==> config.mk <==
export PLATFORM = sky130hd
export DESIGN_NAME = burst_pwm
export DESIGN_NICKNAME = d
export VERILOG_FILES = /design/src/rtl/burst_pwm_pkg.sv /design/src/rtl/bp_tick_gen.sv /design/src/rtl/bp_cfg_regs.sv /design/src/rtl/bp_channel.sv /design/src/rtl/burst_pwm.sv
export SDC_FILE = /design/constraint.sdc
export NUM_CORES = 1
export LEC_CHECK = 0
export CAP_MARGIN = 10
export CELL_PAD_IN_SITES_DETAIL_PLACEMENT = 1
export CELL_PAD_IN_SITES_GLOBAL_PLACEMENT = 1
export CORE_ASPECT_RATIO = 0.6
export CORE_MARGIN = 3
export CORE_UTILIZATION = 44
export DETAILED_ROUTE_END_ITERATION = 7
export DONT_BUFFER_PORTS = 1
export PLACE_DENSITY_LB_ADDON = 0.25
export SKIP_CTS_REPAIR_TIMING = 1
export SYNTH_ARGS = -nofsm -noshare
export SYNTH_HDL_FRONTEND = slang
export SYNTH_SLANG_ARGS = --single-unit
==> constraint.sdc <==
create_clock -name clk -period 2.9 [get_ports clk]
set_input_delay 0.58 -clock clk [delete_from_list [all_inputs] [get_ports clk]]
set_output_delay 0.58 -clock clk [all_outputs]
set_load 0.01 [all_outputs]
==> src/rtl/burst_pwm_pkg.sv <==
package burst_pwm_pkg;

    localparam int NCH   = 2;
    localparam int VAL_W = 16;
    localparam int SEL_W = 8;

    typedef struct packed {
        logic [VAL_W-1:0] hi_ticks;
        logic [VAL_W-1:0] lo_ticks;
        logic [VAL_W-1:0] n_pulses;
    } chan_cfg_t;

    typedef enum logic [1:0] {
        CH_IDLE = 2'd0,
        CH_HIGH = 2'd1,
        CH_LOW  = 2'd2,
        CH_DONE = 2'd3
    } ch_state_e;

    function automatic logic [SEL_W-1:0] sel_hi(input int ch);
        return SEL_W'(8'h10 + 2 * ch);
    endfunction

    function automatic logic [SEL_W-1:0] sel_lo(input int ch);
        return SEL_W'(8'h11 + 2 * ch);
    endfunction

    function automatic logic [SEL_W-1:0] sel_cnt(input int ch);
        return SEL_W'(8'h14 + ch);
    endfunction

    function automatic logic [VAL_W-1:0] clamp_div(input logic [VAL_W-1:0] v);
        return (v == '0) ? VAL_W'(1) : v;
    endfunction

endpackage

==> src/rtl/bp_tick_gen.sv <==
module bp_tick_gen #(
    parameter int DIV = 4
) (
    input  logic clk,
    input  logic rst,
    input  logic clr,
    output logic tick
);
    localparam int CW = (DIV > 1) ? $clog2(DIV) : 1;

    logic [CW-1:0] cnt;

    assign tick = !clr && (cnt == CW'(DIV - 1));

    always_ff @(posedge clk) begin
        if (rst || clr) begin
            cnt <= '0;
        end else if (tick) begin
            cnt <= '0;
        end else begin
            cnt <= cnt + 1'b1;
        end
    end
endmodule

==> src/rtl/bp_cfg_regs.sv <==
module bp_cfg_regs
    import burst_pwm_pkg::*;
(
    input  logic             clk,
    input  logic             rst,
    input  logic             wr_en,
    input  logic [SEL_W-1:0] wr_sel,
    input  logic [VAL_W-1:0] wr_data,
    input  logic [NCH-1:0]   en_mask,
    output chan_cfg_t        cfg [NCH]
);
    for (genvar g = 0; g < NCH; g++) begin : g_reg
        logic wr_ok;
        assign wr_ok = wr_en && !en_mask[g];

        always_ff @(posedge clk) begin
            if (rst) begin
                cfg[g].hi_ticks <= VAL_W'(1);
                cfg[g].lo_ticks <= VAL_W'(1);
                cfg[g].n_pulses <= '0;
            end else if (wr_ok) begin
                if (wr_sel == sel_hi(g))  cfg[g].hi_ticks <= clamp_div(wr_data);
                if (wr_sel == sel_lo(g))  cfg[g].lo_ticks <= clamp_div(wr_data);
                if (wr_sel == sel_cnt(g)) cfg[g].n_pulses <= wr_data;
            end
        end
    end
endmodule

==> src/rtl/bp_channel.sv <==
module bp_channel
    import burst_pwm_pkg::*;
#(
    parameter int TICK_DIV = 4
) (
    input  logic      clk,
    input  logic      rst,
    input  logic      en,
    input  chan_cfg_t cfg,
    output logic      pin,
    output logic      active
);
    ch_state_e        state;
    logic [VAL_W-1:0] ph_cnt;
    logic [VAL_W-1:0] np_cnt;
    logic             running;
    logic             tick;
    logic             last_pulse;

    assign running = (state == CH_HIGH) || (state == CH_LOW);
    assign last_pulse = (cfg.n_pulses != '0) && (np_cnt == cfg.n_pulses - 1'b1);

    bp_tick_gen #(.DIV(TICK_DIV)) u_tick (
        .clk  (clk),
        .rst  (rst),
        .clr  (!running || !en),
        .tick (tick)
    );

    always_ff @(posedge clk) begin
        if (rst || !en) begin
            state  <= CH_IDLE;
            ph_cnt <= '0;
            np_cnt <= '0;
        end else begin
            case (state)
                CH_IDLE: begin
                    state  <= CH_HIGH;
                    ph_cnt <= '0;
                    np_cnt <= '0;
                end
                CH_HIGH: begin
                    if (tick) begin
                        if (ph_cnt == cfg.hi_ticks - 1'b1) begin
                            state  <= CH_LOW;
                            ph_cnt <= '0;
                        end else begin
                            ph_cnt <= ph_cnt + 1'b1;
                        end
                    end
                end
                CH_LOW: begin
                    if (tick) begin
                        if (ph_cnt == cfg.lo_ticks - 1'b1) begin
                            ph_cnt <= '0;
                            np_cnt <= np_cnt + 1'b1;
                            state  <= last_pulse ? CH_DONE : CH_HIGH;
                        end else begin
                            ph_cnt <= ph_cnt + 1'b1;
                        end
                    end
                end
                default: state <= CH_DONE;
            endcase
        end
    end

    assign pin    = en && (state == CH_HIGH);
    assign active = en && running;
endmodule

==> src/rtl/burst_pwm.sv <==
module burst_pwm
    import burst_pwm_pkg::*;
#(
    parameter int CLK_HZ = 250_000_000
) (
    input  logic        clk,
    input  logic        rst,
    input  logic        wr_en,
    input  logic [7:0]  wr_sel,
    input  logic [15:0] wr_data,
    input  logic [1:0]  en_mask,
    output logic [1:0]  pwm_out,
    output logic [1:0]  busy
);
    localparam int RAW_DIV  = CLK_HZ / 10000;
    localparam int TICK_DIV = (RAW_DIV < 2) ? 2 : RAW_DIV;

    chan_cfg_t cfg [NCH];

    bp_cfg_regs u_cfg (
        .clk     (clk),
        .rst     (rst),
        .wr_en   (wr_en),
        .wr_sel  (wr_sel),
        .wr_data (wr_data),
        .en_mask (en_mask),
        .cfg     (cfg)
    );

    for (genvar g = 0; g < NCH; g++) begin : g_ch
        bp_channel #(.TICK_DIV(TICK_DIV)) u_ch (
            .clk    (clk),
            .rst    (rst),
            .en     (en_mask[g]),
            .cfg    (cfg[g]),
            .pin    (pwm_out[g]),
            .active (busy[g])
        );
    end
endmodule

==> results of run 1 <==
-- power by group through the flow --
stage	logic, µW	registers [µW]	clock network [µW]
2_1_floorplan	133	2730	0
3_3_place_gp	175	2730	0
3_5_place_dp	179	2730	0
4_1_cts	181	2670	2490
5_1_grt	283	2670	2600
6_report	266	2670	2460
-- worst max-delay path, stage by stage (launching register included) --
cell	delay, ns
dfxtp_4	0.37
inv_4	0.06
ha_4	0.14
or3b_4	0.44
nor3_4	0.21
mux2i_1	0.11
a2111o_1	0.46
o41ai_4	0.40
buf_6	0.17
nand2_2	0.05
or4_4	0.49
a21oi_2	0.14
-- kinds of logic (layout without fill, tap and decap cells) --
group,count (synthesis),in the layout,share of synthesized area (%)
compound gates,252,252,13.95
xor+xnor,167,167,12.43
fa+ha+maj,24,24,2.528
buf+inv,135,195,4.435
flops,194,194,32.70
mux,56,56,4.740
simple gates,690,690,29.22
-- registers in the layout, summed over array words and instances (netlist names) --
| name | count |
|---|---|
| g_ch.u_ch.np_cnt | 32 |
| g_ch.u_ch.ph_cnt | 32 |
| g_ch.u_ch.state | 4 |
| g_ch.u_ch.u_tick.cnt | 30 |
| u_cfg.cfg | 96 |
-- cell type report --
type / count / area (µm²) / area share, %
well taps: 352 / 440.4 / 3.157
repair buffers: 125 / 1077 / 7.723
clock inverters: 12 / 131.4 / 0.9418
multi-input cells: 1189 / 7792 / 55.86
flip-flops and latches: 194 / 3904 / 27.98
clock buffers: 20 / 456.7 / 3.274
inverters: 38 / 147.6 / 1.058
-- routing by layer --
metal / routed length [µm] / part of all wire [%]
met1: 20180 / 50
met2: 17210 / 42
met3: 2608 / 6.4
met4: 525 / 1.3
met5: 38 / 0.094
-- Yosys cell counts (all sizes together), types with 20 or more instances --
library cell / instances
a21oi: 92
and3: 25
clkbuf: 86
dfxtp: 194
ha: 24
inv: 38
mux2i: 54
nand2: 201
nand3: 51
nand4: 33
nor2: 159
nor2b: 20
nor3: 40
nor4: 32
o21ai: 42
or3: 31
xnor2: 86
xor2: 80
-- layout by cell type (no fill, tap or decap), types with 35 or more instances in the layout --
cell type	Yosys	routed
a21oi_1	92	82
buf_4	4	109
dfxtp_1	194	182
inv_1	38	35
mux2i_1	54	54
nand2_1	200	199
nand3_1	51	47
nor2_1	159	159
xnor2_1	86	86
xor2_1	80	80
-- path summary, 6_finish.rpt --
kind / start / to / slack [ns] / cells after the start
setup / recovery: u_cfg.cfg[64] / g_ch[0].u_ch.np_cnt[15] / -0.23 / 11
hold / removal: rst / u_cfg.cfg[71] / 0.22 / 1
setup reg to reg: u_cfg.cfg[64] / g_ch[0].u_ch.np_cnt[15] / -0.23 / 11
hold reg to reg: g_ch[1].u_ch.u_tick.cnt[0] / g_ch[1].u_ch.u_tick.cnt[0] / 0.46 / 1
-- through the flow --
step                      area [µm²]  utilization, %  setup slack [ns]
final                          13950           53.86           -0.2313
after global routing           13950           53.86           -0.3081
after CTS                      13370           51.60           -0.3194
after detailed placement       12780           49.33           -0.2209
after global placement         12780           49.33           -0.1757
after floorplan                11880               -         0.0005587
==> impl_metrics.yaml, run 1 <==
route:
  drt-total-wl_um: 40560
  drc_errors: 0
  dr_total_vias: 11460
  ant_nets: 0
  drt_first_pass_iters: 5
  drt_iter0_markers: 851
  routedWlPerCell_um: 21.02
  via_per_inst: 5.938
final_layout:
  fin_cells: 1930
  diodes: 0
  area_delta_synth_final_pct: 17.44
  n_fill_cell: 3161
  nNetsFinal: 1618
  layout-drive-gt1-share_pct: 15.72
power_and_ir_drop:
  p_leak_uw: 0.005516
  p_seq_share_pct: 49.5
  total_power_uw: 5401
  swShare_pct: 23.93
  p_clk_share_pct: 45.6
  p_comb_share_pct: 4.9
  power_density_mw_per_mm2: 387.2
  p_switching_uw: 1292
  ir_worst_vdd_mv: 0.3513
  internal_power_uw: 4108
run_status:
  status: "finished, violations left"
  failed_checks: "negative setup slack"
cts:
  root_buffer: "clkbuf_16"
  cts_sinks: 194
  htree_levels: 4
  clk-insertion-delay-late_ns: 0.47
  path_clk_slew_ns: 0.07
  cts_tree: "built"
  cts_buffers: 17
  cts.path.max_buffers: 2
grt:
  gr-total-overflow: 0
  grtUsageMet1_pct: 40.41
  grt_pass1_vias: 11200
  track_usage_pct: 26.89
  grt_use_met2_pct: 38.23
  busiest_layer: "met1"
  grtUsageMet3_pct: 6.177
  grt_start_max_net_pins: 102
  grt_pass1_wl_um: 62320
  antenna_found_initial: 0
yosys:
  syn-cell-area_mm2: 0.01188
  synth_edf_count: 0
  synth_top_cell_by_area: "dfxtp_1"
  netlist_instances: 1518
  ys_ff_latch: 194
  yosys_most_used_dff: "dfxtp_1"
  syn_avg_cell_area_um2: 7.825
  ys_warn_count: 0
  synth.top_cell.area_share_pct: 32.70
  yosysSeqAreaShare_pct: 32.70
  synthArstFlopShare_pct: 0
  synth_nets: 1571
  synthTopCellsByArea: "dfxtp_1 33%, xnor2_1 6.3%, nand2_1 6.3%"
  synth.distinct_cells: 80
timing:
  worst_hold_slack_ns: 0.2244
  finalWorstSetupSlack_ns: -0.2313
  fmax_mhz: 319.4
  setup_viol: 20
  grt_setup_unrepaired: "yes"
  relSlewSlack_pct: 48.03
  tightestPinTransition_ns: 0.7695
  hold_violations: 0
  finalCritPeriodShare_pct: 108.0
  fin_skew_ns: 0.01281
  period_minus_slack_ns: 3.131
  slew_viol_final: 0
  tns_ns: -1.958
job:
  maxCapViolations: 0
floorplan:
  rows: 45
  ioPinCount: 33
  die_h_um: 133.3
  die-area_mm2: 0.02907
  die_w_um: 218.1
  core_area_mm2: 0.02590
  start_util_pct: 45.86
worst_setup_path:
  crit_type: "register to register"
  start_kind: "register"
  cp.required_ns: 3.29
  worstPathArrival_ns: 3.52
  crit_path_end_kind: "register"
  cp_max_fo: 5
place:
  dp.cells: 1878
  place_congestion: 0.8747
  io_buffers: 0
  hpwl_um: 29150
hold_path:
  hp-class: "input pin to register"
Power figures use the tool's default switching activity.
==> run 2, diff against run 1 <==
--- a/config.mk
+++ b/config.mk
@@ -5,14 +5,14 @@
 export SDC_FILE = /design/constraint.sdc
 export NUM_CORES = 1
 export LEC_CHECK = 0
+export BUFFER_PORTS_ARGS = -buffer_cell sky130_fd_sc_hd__buf_2
 export CAP_MARGIN = 10
 export CELL_PAD_IN_SITES_DETAIL_PLACEMENT = 1
 export CELL_PAD_IN_SITES_GLOBAL_PLACEMENT = 1
 export CORE_ASPECT_RATIO = 0.6
 export CORE_MARGIN = 3
-export CORE_UTILIZATION = 44
+export CORE_UTILIZATION = 43
 export DETAILED_ROUTE_END_ITERATION = 7
-export DONT_BUFFER_PORTS = 1
 export PLACE_DENSITY_LB_ADDON = 0.25
 export SKIP_CTS_REPAIR_TIMING = 1
 export SYNTH_ARGS = -nofsm -noshare
==> impl_metrics.yaml, run 2 (same netlist as run 1, synthesis figures left out) <==
route:
  drc_errors: 0
  routedWlPerCell_um: 20.36
  ant_nets: 0
  via_per_inst: 5.907
  drt_first_pass_iters: 5
  dr_total_vias: 11680
  drt-total-wl_um: 40260
  drt_iter0_markers: 931
cts:
  cts_tree: "built"
  cts_sinks: 194
  clk-insertion-delay-late_ns: 0.46
  path_clk_slew_ns: 0.08
  cts_buffers: 17
  root_buffer: "clkbuf_16"
  cts.path.max_buffers: 2
  htree_levels: 4
worst_setup_path:
  worstPathArrival_ns: 3.54
  start_kind: "register"
  r2r_end: "g_ch[0].u_ch.np_cnt[15]"
  reg2reg_depth: 10
  critPathLaunch: "u_cfg.cfg[68]"
  cp_max_fo: 6
  cp.required_ns: 3.28
  reg2reg_from: "u_cfg.cfg[68]"
  crit_type: "register to register"
  crit_path_end_kind: "register"
  ff2ff_setup_slack_ns: -0.26
  endpoint: "g_ch[0].u_ch.np_cnt[15]"
timing:
  finalWorstSetupSlack_ns: -0.2631
  fmax_mhz: 316.1
  finalCritPeriodShare_pct: 109.1
  relSlewSlack_pct: 42.15
  grt_setup_unrepaired: "yes"
  tightestPinTransition_ns: 0.8565
  fin_skew_ns: 0.009713
  slew_viol_final: 0
  hold_violations: 0
  setup_viol: 27
  tns_ns: -3.605
  period_minus_slack_ns: 3.163
power_and_ir_drop:
  p_leak_uw: 0.005642
  ir_worst_vdd_mv: 0.3331
  power_density_mw_per_mm2: 396.8
place:
  io_buffers: 32
  place_congestion: 0.8965
  dp_slack_ns: -0.2685
  hpwl_um: 29640
  dpl-instance-area_mm2: 0.01303
  dp.cells: 1929
grt:
  gr-total-overflow: 0
  antenna_found_initial: 2
  grt_start_max_net_pins: 51
  grt_pass1_vias: 11150
  grt_pass1_wl_um: 61830
  track_usage_pct: 26.32
hold_path:
  hold_depth: 1
  worstHoldStart: "g_ch[1].u_ch.u_tick.cnt[0]"
  hp-class: "register to register"
floorplan:
  core_area_mm2: 0.02676
  start_util_pct: 44.38
  rows: 46
  die-area_mm2: 0.02972
  ioPinCount: 33
  die_h_um: 134.7
  die_w_um: 220.6
final_layout:
  layout-drive-gt1-share_pct: 16.04
  nNetsFinal: 1655
  fin_cells: 1977
  top_regs: "u_cfg.cfg x96, g_ch.u_ch.np_cnt x32, g_ch.u_ch.ph_cnt x32"
  finalInstanceArea_mm2: 0.01405
  largest_reg_flops: 96
  area_delta_synth_final_pct: 18.30
  largest-register: "u_cfg.cfg"
  n_fill_cell: 3267
  final_cell_mix: "198 x nand2_1, 190 x dfxtp_1, 159 x nor2_1, 123 x buf_4, 90 x a21oi_1"
  final_common_cell: "nand2_1"
job:
  maxCapViolations: 0
run_status:
  status: "finished, violations left"
  failed_checks: "negative setup slack"
## run 2: worst max-delay path, cell delays in order, from the launching register on
cell      delay [ns]
dfxtp_1         0.35
or3_1           0.49
buf_4           0.20
nor3_4          0.19
mux2i_1         0.15
a2111o_1        0.48
o41ai_4         0.39
buf_6           0.18
nand2_2         0.05
or4_1           0.46
a21oi_1         0.13
## run 2: worst min-delay path by stage
stage	to
after floorplan	g_ch[1].u_ch.u_tick.cnt[0]
after global placement	g_ch[1].u_ch.u_tick.cnt[0]
after detailed placement	g_ch[1].u_ch.u_tick.cnt[0]
after CTS	g_ch[1].u_ch.u_tick.cnt[0]
after global routing	g_ch[1].u_ch.u_tick.cnt[0]
final	g_ch[1].u_ch.u_tick.cnt[0]
## run 2: final cells by class
| cell class | count | area (µm²) | share of cell area (%) |
|---|---|---|---|
| Antenna cell | 2 | 5.005 | 0.03562 |
| Clock buffer | 21 | 460.4 | 3.277 |
| Clock inverter | 11 | 150.1 | 1.069 |
| Inverter | 38 | 145.1 | 1.033 |
| Multi-Input combinational cell | 1189 | 7715 | 54.91 |
| Sequential cell | 194 | 3894 | 27.71 |
| Tap cell | 360 | 450.4 | 3.206 |
| Timing Repair Buffer | 162 | 1231 | 8.762 |
## run 2: through the flow
stage | hold WS, ns | utilization (%) | total power (µW)
finish | 0.4483 | 52.50 | 5576
global route | 0.4729 | 52.50 | 5739
CTS | 0.4457 | 50.98 | 5531
detailed placement | 0.4316 | 48.70 | 3021
global placement | 0.4253 | 48.70 | 3015
floorplan | 0.4132 | - | 2868
## run 2: where the power goes
group | switching [µW] | internal [µW]
combinational | 221 | 138
clock | 1140 | 1410
sequential | 4.79 | 2670
## run 2: metal layers
layer,track usage (%),wire [µm],up-vias
li1,-,-,5505
met1,41.06,20250,5815
met2,37.54,17020,321
met3,4.407,2504,37
met4,5.857,478,0
met5,0,0,-
==> run 3, diff against run 2 <==
--- a/config.mk
+++ b/config.mk
@@ -7,11 +7,9 @@
 export LEC_CHECK = 0
 export BUFFER_PORTS_ARGS = -buffer_cell sky130_fd_sc_hd__buf_2
 export CAP_MARGIN = 10
-export CELL_PAD_IN_SITES_DETAIL_PLACEMENT = 1
-export CELL_PAD_IN_SITES_GLOBAL_PLACEMENT = 1
 export CORE_ASPECT_RATIO = 0.6
 export CORE_MARGIN = 3
-export CORE_UTILIZATION = 43
+export CORE_UTILIZATION = 57
 export DETAILED_ROUTE_END_ITERATION = 7
 export PLACE_DENSITY_LB_ADDON = 0.25
 export SKIP_CTS_REPAIR_TIMING = 1
==> impl_metrics.yaml, run 3 (same netlist as run 1, synthesis figures left out) <==
worst_setup_path:
  crit_type: "register to register"
  crit_family: "compound AO/OA/AOI/OAI gates"
  crit_top_cell: "buf_4"
  crit_path_end_kind: "register"
  cp_max_fo: 5
  cp_num_cells: 14
  reg2reg_depth: 14
  path_cells: "inv_2 > ha_4 > buf_4 > buf_4 > xor2_1 > xnor2_1 > a32o_1 > buf_4 > nand3_1 > o41ai_4 > buf_6 > nand2_2 > or4_4 > a21oi_1"
  cp_slowest_stage_delay_ns: 0.48
  critPathBufInv: 5
  worstPathArrival_ns: 3.44
  slowest_stage: "or4_4"
  start_kind: "register"
  cp.required_ns: 3.26
grt:
  track_usage_pct: 29.12
  grt_pass1_vias: 10100
  antenna_found_initial: 1
  grt_start_max_net_pins: 56
  gr-total-overflow: 0
  grt_pass1_wl_um: 53210
final_layout:
  n_fill_cell: 1599
  final_cell_mix: "196 x nand2_1, 189 x dfxtp_1, 158 x nor2_1, 111 x buf_4, 86 x xnor2_1"
  largest-register: "u_cfg.cfg"
  finalInstanceArea_mm2: 0.01427
  fin_cells: 1890
  nNetsFinal: 1656
  area_delta_synth_final_pct: 20.15
  layout-drive-gt1-share_pct: 18.56
  final_common_cell: "nand2_1"
  multi_input_area_mm2: 0.007991
  largest_reg_flops: 96
  final-seq-area_mm2: 0.003895
  top_regs: "u_cfg.cfg x96, g_ch.u_ch.np_cnt x32, g_ch.u_ch.ph_cnt x32"
timing:
  tightestPinTransition_ns: 0.7805
  fin_skew_ns: 0.01166
  fmax_mhz: 324.4
  relSlewSlack_pct: 47.49
  slew_viol_final: 0
  tns_ns: -2.338
  finalWorstSetupSlack_ns: -0.1824
  finalCritPeriodShare_pct: 106.3
  grt_setup_unrepaired: "yes"
  setup_viol: 29
  worst_hold_slack_ns: 0.4522
  period_minus_slack_ns: 3.082
  hold_violations: 0
cts:
  cts_sinks: 194
  cts.path.max_buffers: 2
  cts_buffers: 17
  cts_tree: "built"
  clk-insertion-delay-late_ns: 0.44
  path_clk_slew_ns: 0.07
  htree_levels: 4
  root_buffer: "clkbuf_16"
floorplan:
  core_area_mm2: 0.02022
  ioPinCount: 33
  die_w_um: 192.4
  rows: 40
  die_h_um: 117.8
  start_util_pct: 58.74
  die-area_mm2: 0.02266
route:
  drt-total-wl_um: 35090
  ant_nets: 0
  drt_first_pass_iters: 5
  routedWlPerCell_um: 18.57
  dr_total_vias: 11590
  drt_iter0_markers: 1124
  drc_errors: 0
  via_per_inst: 6.134
place:
  dpl-instance-area_mm2: 0.01289
  dp.cells: 1838
  dp_slack_ns: -0.2320
  io_buffers: 32
  hpwl_um: 24730
  place_congestion: 0.9542
job:
  maxCapViolations: 0
power_and_ir_drop:
  p_leak_uw: 0.005717
  power_density_mw_per_mm2: 380.7
  ir_worst_vdd_mv: 0.4662
hold_path:
  hold_depth: 1
  hp-class: "register to register"
run_status:
  failed_checks: "negative setup slack"
  status: "finished, violations left"
==> run 3: path summary, 6_finish.rpt <==
check | start | endpoint | slack, ns
min reg2reg | g_ch[1].u_ch.u_tick.cnt[0] | g_ch[1].u_ch.u_tick.cnt[0] | 0.45
min | g_ch[1].u_ch.u_tick.cnt[0] | g_ch[1].u_ch.u_tick.cnt[0] | 0.45
max reg2reg | u_cfg.cfg[65] | g_ch[0].u_ch.np_cnt[15] | -0.18
max | u_cfg.cfg[65] | g_ch[0].u_ch.np_cnt[15] | -0.18
==> run 3: per-stage QoR <==
step                utilization (%)  total power (µW)
floorplan                         -              2868
detailed placement            63.76              3007
CTS                           66.63              5356
global placement              63.76              3002
global route                  70.58              5583
finish                        70.58              5433
==> run 3: per-layer routing <==
metal,wire length [µm],vias to the layer above,track usage [%],part of all wire [%]
li1,-,5495,-,-
met5,0,-,0,0
met3,4107,33,8.393,12
met1,16240,5525,45.33,46
met4,359,0,5.957,1.0
met2,14380,541,39.42,41
==> run 3: area by class of cell <==
class                      count  area share, %
tap                          273          2.393
inverter                      38         0.9995
clock buffer                  22          3.323
timing repair buffer         163          9.223
multi-input combinational   1189          56.00
clock inverter                10         0.7540
antenna                        1        0.01753
sequential                   194          27.29
==> run 3: worst reg2reg max path, delay by kind of cell, from the launching register on <==
family	cells	cell delay (ns)
buf+inv	5	0.62
xor+xnor	2	0.40
fa+ha+maj	1	0.15
simple gates	3	0.68
compound gates	3	0.79
flops	1	0.37
==> run 3: where the power goes <==
group / switching (µW) / total, µW / leakage (µW) / internal [µW]
clock network: 1060 / 2400 / 0.000293 / 1330
registers: 4.35 / 2670 / 0.00156 / 2670
logic: 221 / 366 / 0.00386 / 146
